--- src/rtl/tsc_pkg.sv ---
package tsc_pkg;
  localparam int unsigned BYTE_W = 8;
  localparam int unsigned RES_W  = 12;
  localparam int unsigned N_CHAN = 8;
  localparam int unsigned CHAN_W = $clog2(N_CHAN);

  typedef enum logic [CHAN_W-1:0] {
    CH_TEMP_A = 3'd0,
    CH_YPOS   = 3'd1,
    CH_BATT   = 3'd2,
    CH_PRS_Z1 = 3'd3,
    CH_PRS_Z2 = 3'd4,
    CH_XPOS   = 3'd5,
    CH_MIC    = 3'd6,
    CH_TEMP_B = 3'd7
  } chan_e;

  typedef enum logic [1:0] {
    PH_HI  = 2'd0,
    PH_LO  = 2'd1,
    PH_PAD = 2'd2
  } phase_e;
endpackage

--- src/rtl/tsc_cmd_latch.sv ---
module tsc_cmd_latch #(
  parameter int unsigned BYTE_W = tsc_pkg::BYTE_W
) (
  input  logic              clk_i,
  input  logic              rst_ni,
  input  logic              rx_valid_i,
  input  logic [BYTE_W-1:0] rx_byte_i,
  input  logic              cfg_we_i,
  input  logic              cfg_hold_i,
  output logic              accept_o,
  output logic              cmd_valid_o
);
  logic hold_q;
  logic clear;

  assign accept_o = rx_valid_i && rx_byte_i[BYTE_W-1];
  assign clear    = cfg_we_i && !hold_q;

  always_ff @(posedge clk_i or negedge rst_ni) begin
    if (!rst_ni) begin
      hold_q      <= 1'b0;
      cmd_valid_o <= 1'b0;
    end else begin
      if (cfg_we_i) hold_q <= cfg_hold_i;
      if (clear)         cmd_valid_o <= 1'b0;
      else if (accept_o) cmd_valid_o <= 1'b1;
    end
  end

  logic unused_low_bits;
  assign unused_low_bits = ^rx_byte_i[BYTE_W-2:0];
endmodule

--- src/rtl/tsc_chan_select.sv ---
module tsc_chan_select #(
  parameter int unsigned RES_W         = tsc_pkg::RES_W,
  parameter int unsigned N_CHAN        = tsc_pkg::N_CHAN,
  parameter bit          FIXED_RESULTS = 1'b0,
  localparam int unsigned CHAN_W       = $clog2(N_CHAN)
) (
  input  logic [CHAN_W-1:0]       sel_i,
  input  logic [N_CHAN*RES_W-1:0] chan_data_i,
  output logic [RES_W-1:0]        result_o
);
  import tsc_pkg::*;

  generate
    if (FIXED_RESULTS) begin : g_fixed
      always_comb begin
        result_o = '0;
        if (sel_i == CH_YPOS) result_o = '1;
      end
      logic unused_data;
      assign unused_data = ^chan_data_i;
    end else begin : g_ports
      assign result_o = chan_data_i[sel_i*RES_W +: RES_W];
    end
  endgenerate
endmodule

--- src/rtl/tsc_frame.sv ---
module tsc_frame #(
  parameter int unsigned BYTE_W = tsc_pkg::BYTE_W,
  parameter int unsigned RES_W  = tsc_pkg::RES_W,
  localparam int unsigned HI_W  = BYTE_W - 1,
  localparam int unsigned LO_W  = RES_W - HI_W,
  localparam int unsigned SH_W  = BYTE_W - LO_W
) (
  input  logic              clk_i,
  input  logic              rst_ni,
  input  logic              rx_valid_i,
  input  logic              accept_i,
  input  logic              cmd_valid_i,
  input  logic [RES_W-1:0]  sample_i,
  output logic              tx_valid_o,
  output logic [BYTE_W-1:0] tx_byte_o
);
  import tsc_pkg::*;

  phase_e           phase_q;
  logic [RES_W-1:0] res_q;

  always_ff @(posedge clk_i or negedge rst_ni) begin
    if (!rst_ni) begin
      phase_q    <= PH_PAD;
      res_q      <= '0;
      tx_valid_o <= 1'b0;
      tx_byte_o  <= '0;
    end else begin
      tx_valid_o <= rx_valid_i;
      if (rx_valid_i) begin
        // answer from the state before this byte
        if (!cmd_valid_i) begin
          tx_byte_o <= '0;
        end else begin
          unique case (phase_q)
            PH_HI: begin
              tx_byte_o <= {1'b0, res_q[RES_W-1:LO_W]};
              phase_q   <= PH_LO;
            end
            PH_LO: begin
              tx_byte_o <= {res_q[LO_W-1:0], {SH_W{1'b0}}};
              phase_q   <= PH_PAD;
            end
            default: tx_byte_o <= '0;
          endcase
        end
        if (accept_i) begin
          res_q   <= sample_i;
          phase_q <= PH_HI;
        end
      end
    end
  end
endmodule

--- src/rtl/tsc_spi_responder.sv ---
module tsc_spi_responder #(
  parameter int unsigned BYTE_W        = tsc_pkg::BYTE_W,
  parameter int unsigned RES_W         = tsc_pkg::RES_W,
  parameter int unsigned N_CHAN        = tsc_pkg::N_CHAN,
  parameter bit          FIXED_RESULTS = 1'b0
) (
  input  logic                    clk_i,
  input  logic                    rst_ni,
  input  logic                    rx_valid_i,
  input  logic [BYTE_W-1:0]       rx_byte_i,
  input  logic                    cfg_we_i,
  input  logic                    cfg_hold_i,
  input  logic [N_CHAN*RES_W-1:0] chan_data_i,
  output logic                    tx_valid_o,
  output logic [BYTE_W-1:0]       tx_byte_o
);
  localparam int unsigned CHAN_W = $clog2(N_CHAN);

  logic             accept;
  logic             cmd_valid;
  logic [RES_W-1:0] sample;

  tsc_cmd_latch #(.BYTE_W(BYTE_W)) u_cmd (
    .clk_i      (clk_i),
    .rst_ni     (rst_ni),
    .rx_valid_i (rx_valid_i),
    .rx_byte_i  (rx_byte_i),
    .cfg_we_i   (cfg_we_i),
    .cfg_hold_i (cfg_hold_i),
    .accept_o   (accept),
    .cmd_valid_o(cmd_valid)
  );

  tsc_chan_select #(
    .RES_W(RES_W), .N_CHAN(N_CHAN), .FIXED_RESULTS(FIXED_RESULTS)
  ) u_sel (
    .sel_i      (rx_byte_i[BYTE_W-2 -: CHAN_W]),
    .chan_data_i(chan_data_i),
    .result_o   (sample)
  );

  tsc_frame #(.BYTE_W(BYTE_W), .RES_W(RES_W)) u_frame (
    .clk_i      (clk_i),
    .rst_ni     (rst_ni),
    .rx_valid_i (rx_valid_i),
    .accept_i   (accept),
    .cmd_valid_i(cmd_valid),
    .sample_i   (sample),
    .tx_valid_o (tx_valid_o),
    .tx_byte_o  (tx_byte_o)
  );
endmodule

--- config.mk ---
export PLATFORM = sky130hd
export DESIGN_NAME = tsc_spi_responder
export DESIGN_NICKNAME = d
export VERILOG_FILES = /design/src/rtl/tsc_pkg.sv /design/src/rtl/tsc_cmd_latch.sv /design/src/rtl/tsc_chan_select.sv /design/src/rtl/tsc_frame.sv /design/src/rtl/tsc_spi_responder.sv
export SDC_FILE = /design/constraint.sdc
export NUM_CORES = 1
export LEC_CHECK = 0
export ABC_AREA = 1
export BUFFER_PORTS_ARGS = -buffer_cell sky130_fd_sc_hd__buf_2
export CORE_MARGIN = 2
export CORE_UTILIZATION = 30
export CTS_BUF_LIST = sky130_fd_sc_hd__clkbuf_2 sky130_fd_sc_hd__clkbuf_4 sky130_fd_sc_hd__clkbuf_8
export DETAILED_ROUTE_END_ITERATION = 10
export PLACE_DENSITY = 0.57
export SLEW_MARGIN = 5
export SYNTH_ARGS = -nofsm -noshare
export SYNTH_HDL_FRONTEND = slang
export SYNTH_SLANG_ARGS = --single-unit
--- constraint.sdc ---
create_clock -name clk_i -period 1 [get_ports clk_i]
set_input_delay 0.2 -clock clk_i [delete_from_list [all_inputs] [get_ports clk_i]]
set_output_delay 0.2 -clock clk_i [all_outputs]
set_load 0.005 [all_outputs]
### Word level (Yosys, flattened, before mapping)

Index checks and enable logic that the tools add are counted.

* $add $sub $neg: 0
* $mul: 1
* divide/modulo/power cells: 0
* $lt $le $gt $ge: 0
* equality and inequality tests: 1
* shifts and indexed selects: 1
* mux-type cells: 7
* bitwise operators: 0
* reductions and logical operators: 9

Operators with widths (count)
* 96-bit by 8-bit variable part select with 12-bit output: 1
* 8-bit one-hot mux with 2 select lines: 1
* 8-bit 2-to-1 mux: 1
* 3-bit by 2-bit multiplier with 5-bit output (second input constant): 1
* 2-bit 2-to-1 mux: 2
* 2-bit one-hot mux with 2 select lines: 1
* 2-bit nonzero test: 2
* 3-bit AND reduction: 1
* 3-bit nonzero test: 1
* 2-bit by 1-bit equality test with 1-bit output (second input constant): 1
* 1-bit logical AND: 2
* 2-bit logical NOT: 1
* 1-bit 2-to-1 mux: 2
* 2-bit AND reduction: 1
* 1-bit logical NOT: 1

* register bits after elaboration: 25
* bits in latches: 0
* memory bits (writable): 0
* bits in read-only memories: 0
* input bits: 109
* word-level logic and storage cells: 25
* memories: 0

### Depth between registers and ports, before layout

Gate-level depths: netlist (run 1).

* depth after elaboration: 4
* depth in mapped cells: 8

### Cells and area by module

From an unflattened synthesis (run 1), not the netlist that was laid out.

* cells, all modules: 434
* area, all modules: 2332.2 µm²

Modules (own cells, without submodules)
* tsc_chan_select: times used 1, cells each 320, area an instance 1290.0 µm², seq. area each 0.0 µm²
* tsc_frame: times used 1, cells each 102, area an instance 953.4 µm², seq. area each 576.8 µm²
* tsc_cmd_latch: times used 1, cells each 12, area an instance 88.8 µm², seq. area each 50.0 µm²

### Worst setup path after synthesis (run 1)

No wires, ideal clock.

* path type: register to register
* start point: reg u_frame.phase_q[1]
* end point: reg u_frame.tx_byte_o[0]
* data arrival time: 0.880 ns
* required time: 0.879 ns
* slack: -0.001 ns
* stages on the path, launching flop included: 5
* path through: dfstp_2 -> nor2_1 -> nand2_1 -> inv_2 -> a22o_1

* word-level cells in the longest chain between the ends: 3
* elaborated cells between the ends (all ways): 4

Ends and longest elaborated chain
* from (decl): line tsc_frame.sv:19 `phase_e phase_q;`
* from (signal assigned): line tsc_frame.sv:24 `phase_q <= PH_PAD;`
* from (signal assigned): line tsc_frame.sv:38 `phase_q <= PH_LO;`
* from (signal assigned): line tsc_frame.sv:42 `phase_q <= PH_PAD;`
* 2-bit by 1-bit equality test with 1-bit output or 2-bit logical NOT (tied branches): line tsc_frame.sv:35 `unique case (phase_q)`
* 8-bit one-hot mux with 2 select lines (*): line tsc_frame.sv:35
* 8-bit 2-to-1 mux (*): line tsc_frame.sv:32 `if (!cmd_valid_i) begin`
* to (signal assigned): line tsc_frame.sv:37 `tx_byte_o <= {1'b0, res_q[RES_W-1:LO_W]};`
* to (signal assigned): line tsc_frame.sv:41 `tx_byte_o <= {res_q[LO_W-1:0], {SH_W{1'b0}}};`
* to (decl): line tsc_frame.sv:15 `output logic [BYTE_W-1:0] tx_byte_o`

Every way passes the cells marked *; elsewhere a longest branch is shown, timed or not.
A chain may end at the register's enable or synchronous reset.

### Worst setup path after layout (run 1)

Same ends and word-level chain as after synthesis.

==> results of run 1 <==
## power by group through the flow
stage	sequential, mW	clock (mW)	combinational, mW
floorplan	1.25	0	0.515
global placement	1.26	0	0.975
detailed placement	1.26	0	0.988
CTS	1.24	0.642	1.03
global route	1.27	0.682	1.21
finish	1.25	0.619	1.06
## kinds of logic after synthesis
logic type | share of synthesized area
simple gates | 0.4780
buf+inv | 0.1970
flops | 0.2982
compound gates | 0.02678
## state kept, by name, summed over array words and instances, names as in the netlist
register	cells
u_frame.tx_valid_o	1
u_frame.tx_byte_o	8
u_cmd.hold_q	1
u_cmd.cmd_valid_o	1
u_frame.res_q	12
u_frame.phase_q	2
## stage by stage
| step | hold slack (ns) | instances | worst slack [ns] | utilization |
|---|---|---|---|---|
| after floorplan | -0.09559 | 374 | 0.005850 | - |
| after global placement | 0.1020 | 582 | -0.1612 | 0.4274 |
| after detailed placement | 0.1004 | 582 | -0.1730 | 0.4274 |
| after CTS | 0.06754 | 591 | -0.04681 | 0.4405 |
| after global routing | 0.07837 | 595 | -0.09559 | 0.4484 |
| final | 0.08302 | 595 | -0.04566 | 0.4484 |
## layout by cell type, fill, tap and decap left out, types with 3 or more instances in the layout
master	n
inv_1	78
a22o_1	4
nand2_2	4
nand2_1	158
dfrtp_1	24
buf_4	19
clkbuf_8	3
buf_2	113
inv_2	3
nand3_1	75
buf_12	7
## worst max path at each step
stage / from / end / slack (ns) / depth (start not counted)
5_1_grt: u_frame.phase_q[1]$_DFFE_PN1P_ / u_frame.tx_byte_o[1]$_DFFE_PN0P_ / -0.1 / 4
2_1_floorplan: u_frame.phase_q[1]$_DFFE_PN1P_ / u_frame.tx_byte_o[0]$_DFFE_PN0P_ / 0.006 / 4
6_report: u_frame.phase_q[1]$_DFFE_PN1P_ / u_frame.tx_byte_o[0]$_DFFE_PN0P_ / -0.05 / 4
4_1_cts: u_frame.phase_q[1]$_DFFE_PN1P_ / u_frame.tx_byte_o[0]$_DFFE_PN0P_ / -0.05 / 4
3_3_place_gp: rx_byte_i[4] / u_frame.res_q[11]$_DFFE_PN0P_ / -0.16 / 7
3_5_place_dp: rx_byte_i[4] / u_frame.res_q[11]$_DFFE_PN0P_ / -0.17 / 7
## area by class of cell
class / instances / area [um2]
fill: 766 / 3747
sequential: 25 / 626.9
timing repair buffer: 140 / 858.3
clock inverter: 1 / 7.507
clock buffer: 3 / 41.29
inverter: 82 / 310.3
tap: 96 / 120.1
multi-input combinational: 248 / 1082
## routing by layer
layer,global-route usage,wire [um],share of wire
met1,0.2373,3031,0.48
met3,0.01885,383,0.061
met2,0.2824,2854,0.45
met4,0.03357,58,0.0092
met5,0,0,0
## timing repair
| item | CTS | global route |
|---|---|---|
| setup buffers | 4 | 4 |
| gates resized for setup | 0 | 8 |
| pin swaps | 4 | 5 |
| setup endpoints to repair | 11 | 18 |
| hold endpoints to repair | 11 | 0 |
| hold buffers | 1 | 0 |
==> impl_metrics.py, run 1 <==
metrics = {
    "sta": {
        "rsz0062_at_grt": "yes",
        "relSlewSlack": 0.8021,
        "timing.final.max_slew_violations": 0,
        "setup_ws_ns": -0.04566,
        "final-setup-viol-count": 7,
        "worst_slew_pin_slew_ns": 0.2969,
        "fmax_mhz": 956.3,
        "final_hold_viol_count": 0,
        "min_period_ns": 1.046,
        "setup_tns_ns": -0.1421,
        "finalClockSkew_ns": 0.01131,
        "min_period_over_period": 1.046,
    },
    "min_path": {
        "holdPathStages": 1,
        "min_path_type": "input port to register",
        "hold_end": "u_frame.tx_valid_o$_DFF_PN0_",
        "hold_start": "rx_valid_i",
    },
    "synth": {
        "yosys.cell_count.top_type": "nand2_1",
        "ys_seq_area_frac": 0.2982,
        "postSynthCellCount": 374,
        "syn_nets": 483,
        "yosysTopAreaCell": "nand2_1",
        "synth_edf_count": 0,
        "ys_ff_latch": 25,
        "synth_top_area_share": 0.2893,
        "synth_cell_types": 18,
        "yosysWarnings": 0,
        "synth_area_um2": 2102,
        "synth_area_leaders": "nand2_1, dfrtp_1, nand3_1",
        "ys_async_sr_fraction": 1.000,
        "netlist_top_cells_count": "nand2_1, inv_1, nand3_1",
        "syn_area_per_cell_um2": 5.620,
        "synth_flop_cell": "dfrtp_1",
    },
    "power": {
        "total_power_mw": 2.921,
        "ir_worst_vdd_mv": 0.4419,
        "p_clk_frac": 0.212,
        "power.density_nw_per_um2": 958.9,
        "seqPwrFrac": 0.426,
        "p_int_mw": 1.978,
        "power.leakage_nw": 1.991,
        "p_sw_frac": 0.3229,
        "switching_power_mw": 0.9434,
        "comb_power_share": 0.362,
    },
    "final_layout": {
        "num-nets-final": 609,
        "areaGrowthSynthToFinish_pct": 44.94,
        "design_area_um2": 3047,
        "drive_above_1_share": 0.3126,
        "diodes": 0,
    },
    "floorplanning": {
        "die_w_um": 87.71,
        "ioPinCount": 118,
        "die_h_um": 87.71,
        "rows": 30,
        "start_util": 0.3094,
        "die_area_um2": 7692,
        "coreArea_um2": 6794,
    },
    "setup_path": {
        "crit_chain": "nor2_2, nand2_2, inv_4, a22o_1",
        "crit_slowest_cell": "dfstp_2",
        "required_ns": 1.16,
        "crit_type": "register to register",
        "cp_top_family": "flip-flops",
        "cp_num_buf_inv": 1,
        "r2r-start": "u_frame.phase_q[1]$_DFFE_PN1P_",
        "rrSetupSlack_ns": -0.05,
        "cp.arrival_ns": 1.21,
        "end_kind": "register",
        "timing.rr.end": "u_frame.tx_byte_o[0]$_DFFE_PN0P_",
        "slowest_delay_ns": 0.57,
        "cp-start-kind": "register",
        "r2r_cells": 4,
        "critPathMaxFanout": 7,
    },
    "global_routing": {
        "grt_pass1_wl_mm": 10.53,
        "antenna_found_initial": 0,
        "groute.usage.overall": 0.1691,
        "grt_start_max_net_pins": 26,
        "grt_remaining_overflow": 0,
        "grt_pass1_vias": 2389,
    },
    "detailed_routing": {
        "drtIter0Drc": 90,
        "routed_wl_mm": 6.328,
        "firstDrtPassIters": 4,
        "drtAntennaViolNets": 0,
        "viasPerCell": 4.232,
        "wire_per_inst_um": 10.64,
        "drc": 0,
        "vias": 2518,
    },
    "placed_design": {
        "io_buffers": 113,
        "gp_congestion": 0.8075,
        "dpl.hpwl_mm": 5.126,
        "place_area_um2": 2904,
    },
    "clock_tree": {
        "clkSinkCount": 25,
        "cts_root_buf": "clkbuf_8",
        "insertion_delay_ns": 0.28,
        "cts_buffers": 3,
        "clkTransAtPathRegs_ns": 0.08,
        "cts_max_level": 1,
        "cts_tree": "done",
        "cts_max_path_buffers": 2,
    },
    "job": {
        "cap_violations": 0,
    },
    "outcome": {
        "status": "finished with violations",
        "violations": "setup timing",
    },
}
No activity file was read; power rests on OpenSTA's default activity.
==> inputs of run 2 (changes only) <==
--- a/config.mk
+++ b/config.mk
@@ -11,6 +11,8 @@
 export CORE_UTILIZATION = 30
 export CTS_BUF_LIST = sky130_fd_sc_hd__clkbuf_2 sky130_fd_sc_hd__clkbuf_4 sky130_fd_sc_hd__clkbuf_8
 export DETAILED_ROUTE_END_ITERATION = 10
+export GPL_TIMING_DRIVEN = 0
+export MAX_ROUTING_LAYER = met4
 export PLACE_DENSITY = 0.57
 export SLEW_MARGIN = 5
 export SYNTH_ARGS = -nofsm -noshare
==> impl_metrics.py, run 2 (synthesis gave the netlist of run 1 again) <==
metrics = {
    "final_layout": {
        "largest_reg_flops": 12,
        "drive_above_1_share": 0.3080,
        "top_regs": "u_frame.res_q: 12 flops, u_frame.tx_byte_o: 8 flops, u_frame.phase_q: 2 flops",
        "layout_commonest_cell": "nand2_1",
        "num-nets-final": 610,
        "final_cell_mix": "nand2_1, buf_2, inv_1",
        "regMostFlops": "u_frame.res_q",
        "finalNonFillerCells": 596,
        "areaGrowthSynthToFinish_pct": 42.02,
        "design_area_um2": 2985,
        "diodes": 0,
        "num-fill-cells": 756,
    },
    "floorplanning": {
        "coreArea_um2": 6794,
        "start_util": 0.3094,
        "rows": 30,
        "die_area_um2": 7692,
        "die_h_um": 87.71,
        "ioPinCount": 118,
        "die_w_um": 87.71,
    },
    "setup_path": {
        "end_kind": "register",
        "critPathMaxFanout": 7,
        "required_ns": 1.16,
        "crit_type": "register to register",
        "crit_slowest_cell": "dfstp_2",
        "crit_chain": "nor2_1, nand2_1, inv_2, a22o_1",
        "slowest_delay_ns": 0.58,
        "cp.arrival_ns": 1.26,
        "cp-start-kind": "register",
    },
    "detailed_routing": {
        "firstDrtPassIters": 4,
        "viasPerCell": 4.289,
        "drtAntennaViolNets": 0,
        "wire_per_inst_um": 11.09,
        "drc": 0,
        "vias": 2556,
        "drtIter0Drc": 100,
        "routed_wl_mm": 6.611,
    },
    "sta": {
        "final_hold_viol_count": 0,
        "finalClockSkew_ns": 0.003137,
        "fmax_mhz": 912.9,
        "relSlewSlack": 0.6321,
        "min_period_over_period": 1.095,
        "hold-worst-slack_ns": 0.08357,
        "final-setup-viol-count": 10,
        "worst_slew_pin_slew_ns": 0.5519,
        "timing.final.max_slew_violations": 0,
        "min_period_ns": 1.095,
        "setup_ws_ns": -0.09541,
        "rsz0062_at_grt": "yes",
    },
    "global_routing": {
        "grt_start_max_net_pins": 26,
        "use_met2": 0.2975,
        "grt_pass1_vias": 2476,
        "use_met1": 0.2408,
        "antenna_found_initial": 0,
        "grt_busiest_layer": "met2",
        "grt_pass1_wl_mm": 10.81,
        "groute.usage.overall": 0.1801,
        "grt_use_met3": 0.02545,
        "grt_remaining_overflow": 0,
    },
    "clock_tree": {
        "cts_max_level": 1,
        "cts_max_path_buffers": 2,
        "cts_tree": "done",
        "insertion_delay_ns": 0.27,
        "clkSinkCount": 25,
        "cts_buffers": 3,
        "clkTransAtPathRegs_ns": 0.08,
        "cts_root_buf": "clkbuf_8",
    },
    "power": {
        "ir_worst_vdd_mv": 0.5635,
        "power.leakage_nw": 1.968,
        "power.density_nw_per_um2": 955.9,
        "total_power_mw": 2.854,
    },
    "outcome": {
        "status": "finished with violations",
        "violations": "setup timing",
    },
    "job": {
        "cap_violations": 0,
    },
    "placed_design": {
        "place_area_um2": 2783,
        "gp_congestion": 0.8214,
        "dpl.hpwl_mm": 5.276,
        "dp_cells": 582,
        "io_buffers": 112,
    },
    "min_path": {
        "min_path_type": "input port to register",
    },
}
## run 2: cell types whose count changed in the layout (fill, tap and decap cells not counted), moves of 2 or more
| cell | delta |
|---|---|
| buf_12 | -7 |
| buf_2 | +4 |
| buf_4 | -12 |
| buf_6 | +5 |
| buf_8 | +3 |
| clkbuf_2 | +6 |
| clkbuf_4 | +2 |
| nand2_1 | +3 |
| nand2_2 | -3 |
## run 2: worst paths after layout
check / to / cells past startpoint / start / slack (ns)
worst max-delay path: u_frame.tx_byte_o[2]$_DFFE_PN0P_ / 4 / u_frame.phase_q[1]$_DFFE_PN1P_ / -0.1
worst min-delay path: u_frame.tx_valid_o$_DFF_PN0_ / 1 / rx_valid_i / 0.08
worst max register to register: u_frame.tx_byte_o[2]$_DFFE_PN0P_ / 4 / u_frame.phase_q[1]$_DFFE_PN1P_ / -0.1
worst min register to register: u_frame.res_q[7]$_DFFE_PN0P_ / 2 / u_frame.res_q[7]$_DFFE_PN0P_ / 0.49
max in group asynchronous: u_frame.phase_q[1]$_DFFE_PN1P_ / 2 / rst_ni / 0.18
min in group asynchronous: u_frame.tx_byte_o[2]$_DFFE_PN0P_ / 2 / rst_ni / 0.45
## run 2: what timing repair did
action | in CTS | in global routing
hold buffers | 1 | 0
pin swaps | 5 | 8
setup endpoints to repair | 20 | 25
endpoints found under the hold margin | 24 | 0
resized for setup | 6 | 23
setup buffers | 3 | 6
## run 2: report_power, final
part           total [mW]  leakage (nW)  switching, mW  internal (mW)
Combinational        1.02          1.63          0.525          0.499
Sequential           1.25         0.316         0.0863           1.16
Clock               0.584        0.0255          0.305          0.278
## run 2: worst max-delay path, delay by kind of cell (launching register included)
kind / cells / cell delay (ns)
compound gates: 1 / 0.18
simple gates: 2 / 0.14
flops: 1 / 0.58
buf+inv: 1 / 0.08
## run 2: per-layer routing
layer / vias up / wire [um]
li1: 1373 / -
met1: 1088 / 3123
met2: 88 / 3055
met3: 7 / 386
met4: 0 / 45
met5: - / 0
## run 2: cell type report
| cell class | instances | area [um2] | area share |
|---|---|---|---|
| plain buffers | 19 | 148.9 | 0.04987 |
| clock buffers | 3 | 41.29 | 0.01383 |
| clock inverters | 1 | 5.005 | 0.001676 |
| inverters | 82 | 307.8 | 0.1031 |
| multi-input cells | 248 | 1090 | 0.3650 |
| flip-flops and latches | 25 | 626.9 | 0.2100 |
| well taps | 96 | 120.1 | 0.04023 |
| repair buffers | 122 | 645.6 | 0.2163 |
## run 2: through the flow
step                        util  worst slack, ns  TNS (ns)
final                     0.4394         -0.09541   -0.5407
after global routing      0.4394          -0.1547    -1.202
after floorplan                -         0.005850         0
after detailed placement  0.4096          -0.3432    -4.526
after CTS                 0.4236         -0.09234   -0.5037
after global placement    0.4096          -0.3199    -4.126
==> inputs of run 3 (changes only) <==
--- a/config.mk
+++ b/config.mk
@@ -14,6 +14,7 @@
 export GPL_TIMING_DRIVEN = 0
 export MAX_ROUTING_LAYER = met4
 export PLACE_DENSITY = 0.57
+export RECOVER_POWER = 100
 export SLEW_MARGIN = 5
 export SYNTH_ARGS = -nofsm -noshare
 export SYNTH_HDL_FRONTEND = slang
==> impl_metrics.py, run 3 (synthesis gave the netlist of run 1 again) <==
metrics = {
    "clock_tree": {
        "cts_tree": "done",
        "insertion_delay_ns": 0.27,
        "cts_root_buf": "clkbuf_8",
        "cts_max_path_buffers": 2,
        "clkSinkCount": 25,
        "cts_max_level": 1,
        "cts_buffers": 3,
        "clkTransAtPathRegs_ns": 0.08,
    },
    "floorplanning": {
        "ioPinCount": 118,
        "coreArea_um2": 6794,
        "die_area_um2": 7692,
        "die_w_um": 87.71,
        "die_h_um": 87.71,
        "start_util": 0.3094,
        "rows": 30,
    },
    "power": {
        "power.density_nw_per_um2": 957.0,
        "ir_worst_vdd_mv": 0.5635,
        "power.leakage_nw": 1.962,
    },
    "setup_path": {
        "cp.arrival_ns": 1.26,
        "cp_num_buf_inv": 1,
        "crit_chain": "nor2_1, nand2_1, inv_2, a22o_1",
        "slowest_delay_ns": 0.58,
        "cp_top_family": "flip-flops",
        "crit_slowest_cell": "dfstp_2",
        "critPathMaxFanout": 7,
        "required_ns": 1.16,
        "r2r_cells": 4,
        "crit_cells": 4,
        "end_kind": "register",
        "crit_type": "register to register",
        "cp-start-kind": "register",
    },
    "global_routing": {
        "groute.usage.overall": 0.1801,
        "grt_pass1_wl_mm": 10.81,
        "antenna_found_initial": 0,
        "grt_start_max_net_pins": 26,
        "grt_pass1_vias": 2476,
        "grt_remaining_overflow": 0,
    },
    "placed_design": {
        "gp_congestion": 0.8214,
        "io_buffers": 112,
        "dpl.hpwl_mm": 5.276,
        "dp_cells": 582,
    },
    "final_layout": {
        "areaGrowthSynthToFinish_pct": 41.73,
        "final_cell_mix": "nand2_1, buf_2, inv_1",
        "post-route-util": 0.4385,
        "layout_commonest_cell": "nand2_1",
        "drive_above_1_share": 0.3040,
        "num-fill-cells": 758,
        "top_regs": "u_frame.res_q: 12 flops, u_frame.tx_byte_o: 8 flops, u_frame.phase_q: 2 flops",
        "finalNonFillerCells": 596,
        "largest_reg_flops": 12,
        "num-nets-final": 610,
        "regMostFlops": "u_frame.res_q",
        "diodes": 0,
        "seq_area_um2": 626.9,
        "multiInputGateArea_um2": 1090,
    },
    "detailed_routing": {
        "vias": 2556,
        "firstDrtPassIters": 4,
        "viasPerCell": 4.289,
        "routed_wl_mm": 6.605,
        "drtAntennaViolNets": 0,
        "wire_per_inst_um": 11.08,
        "drtIter0Drc": 99,
        "drc": 0,
    },
    "sta": {
        "min_period_ns": 1.095,
        "worst_slew_pin_slew_ns": 0.6142,
        "rsz0062_at_grt": "yes",
        "fmax_mhz": 912.9,
        "final_hold_viol_count": 0,
        "min_period_over_period": 1.095,
        "relSlewSlack": 0.5905,
        "timing.final.max_slew_violations": 0,
        "setup_ws_ns": -0.09543,
        "final-setup-viol-count": 10,
        "finalClockSkew_ns": 0.003140,
    },
    "outcome": {
        "status": "finished with violations",
        "violations": "setup timing",
    },
    "job": {
        "cap_violations": 0,
    },
    "min_path": {
        "holdPathStages": 1,
        "min_path_type": "input port to register",
    },
}
## run 3: per-stage QoR
| stage | hold WS, ns | TNS [ns] | worst slack, ns | cell area [um2] | power [mW] |
|---|---|---|---|---|---|
| final | 0.09857 | -0.5430 | -0.09543 | 2979 | 2.851 |
| after CTS | 0.06792 | -0.5037 | -0.09234 | 2878 | 2.800 |
| after floorplan | -0.09559 | 0 | 0.005850 | 2102 | 1.763 |
| after detailed placement | 0.2161 | -4.526 | -0.3432 | 2783 | 2.175 |
| after global routing | 0.09824 | -1.535 | -0.1547 | 2979 | 3.078 |
| after global placement | 0.2195 | -4.126 | -0.3199 | 2783 | 2.167 |
## run 3: what timing repair did
action	4_1_cts	5_1_grt
gates resized for setup	6	23
pin swaps	5	8
endpoints found under the hold margin	24	0
hold buffers	1	0
buffers inserted	3	6
setup endpoints to repair	20	25
## run 3: final timing paths
kind	startpoint	endpoint	slack, ns
max	u_frame.phase_q[1]$_DFFE_PN1P_	u_frame.tx_byte_o[2]$_DFFE_PN0P_	-0.1
max reg2reg	u_frame.phase_q[1]$_DFFE_PN1P_	u_frame.tx_byte_o[2]$_DFFE_PN0P_	-0.1
min	rx_valid_i	u_frame.tx_valid_o$_DFF_PN0_	0.1
min in group asynchronous	rst_ni	u_frame.tx_byte_o[2]$_DFFE_PN0P_	0.48
max in group asynchronous	rst_ni	u_frame.phase_q[0]$_DFFE_PN0P_	0.12
min reg2reg	u_frame.res_q[7]$_DFFE_PN0P_	u_frame.res_q[7]$_DFFE_PN0P_	0.49
## run 3: final cells by class
type                    instances  area share
multi-input cells             248      0.3658
repair buffers                122      0.2159
flip-flops and latches         25      0.2104
inverters                      82      0.1033
plain buffers                  19     0.04872
well taps                      96     0.04032
clock buffers                   3     0.01386
clock inverters                 1    0.001680
## run 3: routing by layer
metal  share of wire  vias to the layer above  track usage
met5               0                        -            -
met2            0.46                       84       0.2975
li1                -                     1373            -
met4          0.0068                        0      0.02378
met1            0.47                     1092       0.2408
met3           0.057                        7      0.02545
## run 3: where the power goes
part	total [mW]	switching (mW)	internal, mW	leakage [nW]
Sequential	1.25	0.0865	1.16	0.316
Clock	0.584	0.305	0.278	0.0255
Combinational	1.02	0.525	0.496	1.62
Total	2.85	0.917	1.93	1.96
